### src/rtl/flash_pulse_seq.sv
module flash_pulse_seq #(
  parameter int CLK_PER_US       = 2,
  parameter int PROG_PULSE_US    = 22,
  parameter int PROG_SETTLE_US   = 10,
  parameter int PROG_MAX_PULSES  = 50,
  parameter int ERASE_PULSE_US   = 100,
  parameter int ERASE_SETTLE_US  = 1,
  parameter int ERASE_MAX_PULSES = 5
) (
  input  logic clk,
  input  logic rst_n,
  input  logic start,
  input  logic op_erase,
  input  logic size_word,
  input  logic addr_lsb,
  input  logic verify_ok,
  output logic hv_pulse,
  output logic busy,
  output logic done,
  output logic fail,
  output logic rejected
);
  localparam int PP = CLK_PER_US * PROG_PULSE_US;
  localparam int PS = CLK_PER_US * PROG_SETTLE_US;
  localparam int EP = CLK_PER_US * ERASE_PULSE_US;
  localparam int ES = CLK_PER_US * ERASE_SETTLE_US;
  localparam int M1 = (PP > PS) ? PP : PS;
  localparam int M2 = (EP > ES) ? EP : ES;
  localparam int TMAX = (M1 > M2) ? M1 : M2;
  localparam int TW = $clog2(TMAX + 1);
  localparam int NMAX = (PROG_MAX_PULSES > ERASE_MAX_PULSES) ? PROG_MAX_PULSES : ERASE_MAX_PULSES;
  localparam int CW = $clog2(NMAX + 1);

  typedef enum logic [2:0] {S_IDLE, S_PULSE, S_SETTLE, S_CHECK, S_MPULSE, S_MSETTLE} st_t;

  st_t st;
  logic [TW-1:0] timer;
  logic [CW-1:0] npulse, left;
  logic is_erase, fail_q, done_q, rej_q;

  wire misaligned = !op_erase && size_word && addr_lsb;
  wire accept     = start && (st == S_IDLE) && !misaligned;
  wire refuse     = start && (st == S_IDLE) && misaligned;

  wire [TW-1:0] pulse_t  = is_erase ? TW'(EP - 1) : TW'(PP - 1);
  wire [TW-1:0] settle_t = is_erase ? TW'(ES - 1) : TW'(PS - 1);
  wire [CW-1:0] max_n    = is_erase ? CW'(ERASE_MAX_PULSES) : CW'(PROG_MAX_PULSES);
  wire tz = (timer == '0);

  always_ff @(posedge clk or negedge rst_n) begin
    if (!rst_n) begin
      st <= S_IDLE;
      timer <= '0;
      npulse <= '0;
      left <= '0;
      is_erase <= 1'b0;
      fail_q <= 1'b0;
      done_q <= 1'b0;
      rej_q <= 1'b0;
    end else begin
      done_q <= 1'b0;
      rej_q <= refuse;
      case (st)
        S_IDLE: if (accept) begin
          is_erase <= op_erase;
          fail_q <= 1'b0;
          npulse <= '0;
          timer <= op_erase ? TW'(EP - 1) : TW'(PP - 1);
          st <= S_PULSE;
        end
        S_PULSE: if (tz) begin
          npulse <= npulse + 1'b1;
          timer <= settle_t;
          st <= S_SETTLE;
        end else timer <= timer - 1'b1;
        S_SETTLE: if (tz) st <= S_CHECK;
                  else timer <= timer - 1'b1;
        S_CHECK: if (verify_ok) begin
          left <= npulse;
          timer <= pulse_t;
          st <= S_MPULSE;
        end else if (npulse == max_n) begin
          fail_q <= 1'b1;
          st <= S_IDLE;
        end else begin
          timer <= pulse_t;
          st <= S_PULSE;
        end
        S_MPULSE: if (tz) begin
          left <= left - 1'b1;
          timer <= settle_t;
          st <= S_MSETTLE;
        end else timer <= timer - 1'b1;
        S_MSETTLE: if (tz) begin
          if (left == '0) begin
            done_q <= 1'b1;
            st <= S_IDLE;
          end else begin
            timer <= pulse_t;
            st <= S_MPULSE;
          end
        end else timer <= timer - 1'b1;
        default: st <= S_IDLE;
      endcase
    end
  end

  assign hv_pulse = (st == S_PULSE) || (st == S_MPULSE);
  assign busy     = (st != S_IDLE);
  assign done     = done_q;
  assign fail     = fail_q;
  assign rejected = rej_q;
endmodule

### config.mk
export PLATFORM = sky130hd
export DESIGN_NAME = flash_pulse_seq
export DESIGN_NICKNAME = d
export VERILOG_FILES = /design/src/rtl/flash_pulse_seq.sv
export SDC_FILE = /design/constraint.sdc
export NUM_CORES = 1
export LEC_CHECK = 0
export CORE_UTILIZATION = 50
export CTS_BUF_LIST = sky130_fd_sc_hd__clkbuf_4 sky130_fd_sc_hd__clkbuf_8
export DETAILED_ROUTE_END_ITERATION = 7
export PLACE_DENSITY = 0.76
export SLEW_MARGIN = 20
export SYNTH_ARGS = -nofsm -noshare
export SYNTH_HDL_FRONTEND = slang
export SYNTH_SLANG_ARGS = --single-unit
### constraint.sdc
create_clock -name clk -period 2.1 [get_ports clk]
set_clock_uncertainty 0.15 [all_clocks]
set_input_delay 0.42 -clock clk [delete_from_list [all_inputs] [get_ports clk]]
set_output_delay 0.42 -clock clk [all_outputs]
set_load 0.01 [all_outputs]
==> impl_results.rst, run 1 <==
.. list-table::
   :header-rows: 1

   * - Metric
     - Value
   * - Outcome
     - finished with violations
   * - Failing checks
     - setup timing
   * - Max H-tree Level
     - 1
   * - Average wire per cell in the routed design
     - 17.65 um
   * - Largest voltage drop on the vdd net
     - roughly 750 uV
   * - Fin crit period
     - approximately 2.2 ns
   * - Share of synthesized registers carrying an async set or reset
     - 1.000
   * - Clock-pin transition on the worst setup and hold timing paths
     - between 0.1 and 0.15 ns
   * - Yosys synthesis warning count
     - 0
   * - Peak clock frequency supported by timing
     - about 0.46 GHz
   * - Number of endpoints with negative hold slack in the final report
     - 0
   * - Highest fanout seen on the critical path
     - 5
   * - Insertion delay to the later sink of the worst-skew pair
     - 0.29 ns
   * - Netlist area before placement
     - slightly above 0.002 sq mm
   * - Unrepaired setup endpoints after global routing
     - true
   * - CTS root buf
     - sky130_fd_sc_hd__clkbuf_8
   * - Sinks on the clock net
     - 27
   * - Detailed placement HPWL
     - between 4000 and 5000 um
   * - Most used standard cells in the synthesized netlist
     - 29 x sky130_fd_sc_hd__nor2_1, 27 x sky130_fd_sc_hd__dfrtp_1, 13 x sky130_fd_sc_hd__a21oi_1, 13 x sky130_fd_sc_hd__o21ai_0
   * - Remaining global-route overflow
     - 0
   * - Post-Route Hold Slack
     - around 0.34 ns
   * - Final worst path period share
     - 1.035
   * - Critical-path cell list
     - inv_2 -> ha_4 -> buf_4 -> nor4b_4 -> buf_4 -> nand2_4 -> o21ai_4 -> or3_4 -> mux2_4
   * - Hold buffer count at cts
     - 0
   * - Net Count, Synth
     - 254
   * - Static power due to leakage
     - ~1.2 nW
   * - Final count of pins violating max slew
     - 0
   * - Count of port buffers added during placement
     - 11
   * - Die width
     - ~66 um
   * - Nets
     - 313
   * - Total clock buffers created by CTS
     - 3
   * - Area of the core
     - roughly 0.0038 sq mm
   * - Initial standard-cell utilization of the core
     - 0.5382
   * - Area share of the leading cell type in the synthesized netlist
     - 0.3305
   * - Busiest grt layer
     - met2
   * - Endpoints failing setup
     - 10
   * - Most instantiated flip-flop cell in the synthesis netlist
     - sky130_fd_sc_hd__dfrtp_1
   * - Global placement routability congestion
     - approximately 0.9
   * - Fraction of final layout cells with drive strength greater than 1
     - 0.3433
   * - Worst setup SP type
     - flop
   * - Endpoint required time on the critical path
     - ~2.1 ns
   * - Max_slew headroom
     - 0.7505
   * - Full die area
     - 0.004349 sq mm
   * - Relative area change from synthesis to final layout
     - 35.07%
   * - Number of buffers on the longest clock path
     - 2
   * - Critical path type
     - flop to flop
   * - Most used cell along the critical path
     - sky130_fd_sc_hd__buf_4
   * - DRC viols
     - 0
   * - Cell area power density
     - between 1000 and 1500 mW/mm^2
   * - Largest stage delay on the critical path
     - 0.42 ns
   * - First-pass GRT wire length
     - roughly 10000 um
   * - Via count of the first global-routing pass
     - roughly 2100
   * - Number of placed I/O pins
     - 12
   * - Pin count of the biggest net entering global routing
     - 28
   * - Worst path slowest cell
     - sky130_fd_sc_hd__or3_4
   * - #FFs+latches synth
     - 27
   * - Die span in y
     - about 66 um
   * - Final worst slack
     - -0.07298 ns
   * - Synth Area per Inst
     - 8.448 sq um
   * - Final-layout fill cell count
     - 265
   * - Gr usage total
     - 0.3042
   * - Data arrival at the endpoint of the critical path
     - approximately 2.2 ns
   * - Count of distinct cell types in the synthesized netlist
     - 58
   * - Most area-consuming cells after synthesis
     - sky130_fd_sc_hd__dfrtp_1 33%, sky130_fd_sc_hd__nor2_1 5.3%, sky130_fd_sc_hd__a21oi_1 3.2%, sky130_fd_sc_hd__o21ai_0 3.2%, sky130_fd_sc_hd__ha_1 3.1%
   * - Total vias in the final route
     - between 2000 and 2500
   * - Total of max-cap violations
     - 0
   * - EDFF count, synth
     - 0
   * - Drt initial violations
     - about 230
   * - Type of element capturing the critical path
     - flop
   * - Met1 Resource Use GR
     - 0.4000
   * - Most common cell in the netlist
     - sky130_fd_sc_hd__nor2_1
   * - Path class of the lowest-slack min-delay path
     - input pin to asynchronous set/reset pin
   * - Number of detailed-routing iterations run before antenna repair
     - 7
   * - Post-synth top area cell
     - sky130_fd_sc_hd__dfrtp_1
   * - Number of antenna violations at the first check in global routing
     - 0
   * - Drt via density
     - around 6.1
   * - # rows
     - 22
   * - Antenna Cells
     - 0
   * - Met2 usage
     - 0.5064
   * - Slew at the pin closest to its max-slew limit
     - roughly 0.37 ns
   * - Part of the Yosys area used for sequential elements
     - 0.3305
   * - Core occupancy in the finished layout
     - 0.7269
   * - Clock tree from TritonCTS
     - yes
   * - Final ANT Viol Nets
     - 0
   * - Global routing usage on met3
     - 0.03793
   * - Cell count after synthesis
     - 242
   * - WL final
     - between 6000 and 7000 um
sequential cells by signal (all words and copies together), names as in the netlist:
signal	cells
done	1
fail	1
is_erase	1
left	6
npulse	6
rejected	1
st	3
timer	8
cell usage in the layout, fill, tap and decap left out, drive strengths merged, types with 4 or more instances in the layout:
cell type,synthesis,final
buf,7,58
nor2,30,30
dfrtp,27,27
o21ai,19,19
a21oi,14,14
nor3,14,14
nand2,13,13
clkdlybuf4s50,0,9
inv,8,9
o31ai,8,8
nand3,6,6
or3,6,6
nor2b,5,5
nand4,5,5
mux2i,5,5
ha,5,5
and3,4,4
xor2,4,4
a211oi,4,4
a21boi,4,4
cell type report:
class / instances / area (sq um) / area share
multi-input cells: 192 / 1390 / 0.5034
flip-flops and latches: 27 / 680.7 / 0.2465
clock inverters: 1 / 8.758 / 0.003172
well taps: 48 / 60.06 / 0.02175
clock buffers: 3 / 41.29 / 0.01495
repair buffers: 69 / 550.5 / 0.1994
inverters: 8 / 30.03 / 0.01087
cell families (layout without fill, tap and decap cells):
kind of cell,count (synthesis),after routing,synth area share
AND/OR/NAND/NOR,105,105,0.2980
AO/OA/AOI/OAI,69,69,0.2289
flip-flops,27,27,0.3305
buffers and inverters,23,81,0.05202
XOR/XNOR,7,7,0.02999
multiplexers,6,6,0.02999
adder cells (fa/ha/maj),5,5,0.03060
final timing paths:
path,slack [ns],depth (start not counted),end,from
setup reg to reg,-0.07,9,timer[4],timer[0]
hold reg to reg,0.38,2,fail,fail
setup / recovery,-0.07,9,timer[4],timer[0]
min in group clk,0.38,2,fail,fail
hold / removal,0.34,2,left[3],rst_n
max in group asynchronous,1.16,2,timer[3],rst_n
critical path, delay by kind of cell, from the launching register on:
kind,cells,cell delay (ns)
AND/OR/NAND/NOR,3,0.66
flip-flops,1,0.38
AO/OA/AOI/OAI,1,0.06
multiplexers,1,0.31
buffers and inverters,3,0.36
adder cells (fa/ha/maj),1,0.16
power breakdown:
part           internal, W  total, W  switching (W)  leakage (nW)
Combinational      0.00124   0.00253        0.00129         0.863
Sequential        0.000733  0.000982       0.000249         0.342
Clock             0.000140  0.000331       0.000191        0.0261
per-layer routing:
layer	up-vias	share of wire
met4	0	0.019
met1	1023	0.43
li1	1011	-
met5	-	0
met3	15	0.060
met2	82	0.49
metrics by stage:
| stage | std cells | setup slack (ns) | total power [W] | area, sq um | setup TNS [ns] |
|---|---|---|---|---|---|
| after CTS | 347 | -0.05575 | 0.003568 | 2664 | -0.1257 |
| final | 348 | -0.07298 | 0.003847 | 2761 | -0.3339 |
| after global placement | 338 | -0.3126 | 0.003091 | 2552 | -2.564 |
| after global routing | 348 | -0.1541 | 0.004102 | 2761 | -1.183 |
| after floorplan | 242 | 0.008440 | 0.002298 | 2068 | 0 |
| after detailed placement | 338 | -0.3761 | 0.003158 | 2552 | -3.278 |
what timing repair did:
item	4_1_cts	5_1_grt
endpoints found under the hold margin	0	0
endpoints found under the setup margin	19	17
buffers inserted	5	5
resized for setup	12	21
pin swaps	4	11
(Power assumes the default switching activity.)
==> run 2, diff against run 1 <==
CTS_BUF_LIST = unset   (was sky130_fd_sc_hd__clkbuf_4 sky130_fd_sc_hd__clkbuf_8)
CTS_CLUSTER_DIAMETER = 40   (was unset)
==> results of run 2 <==
No change in the layout: final DEF, timing and power equal those of run 1.
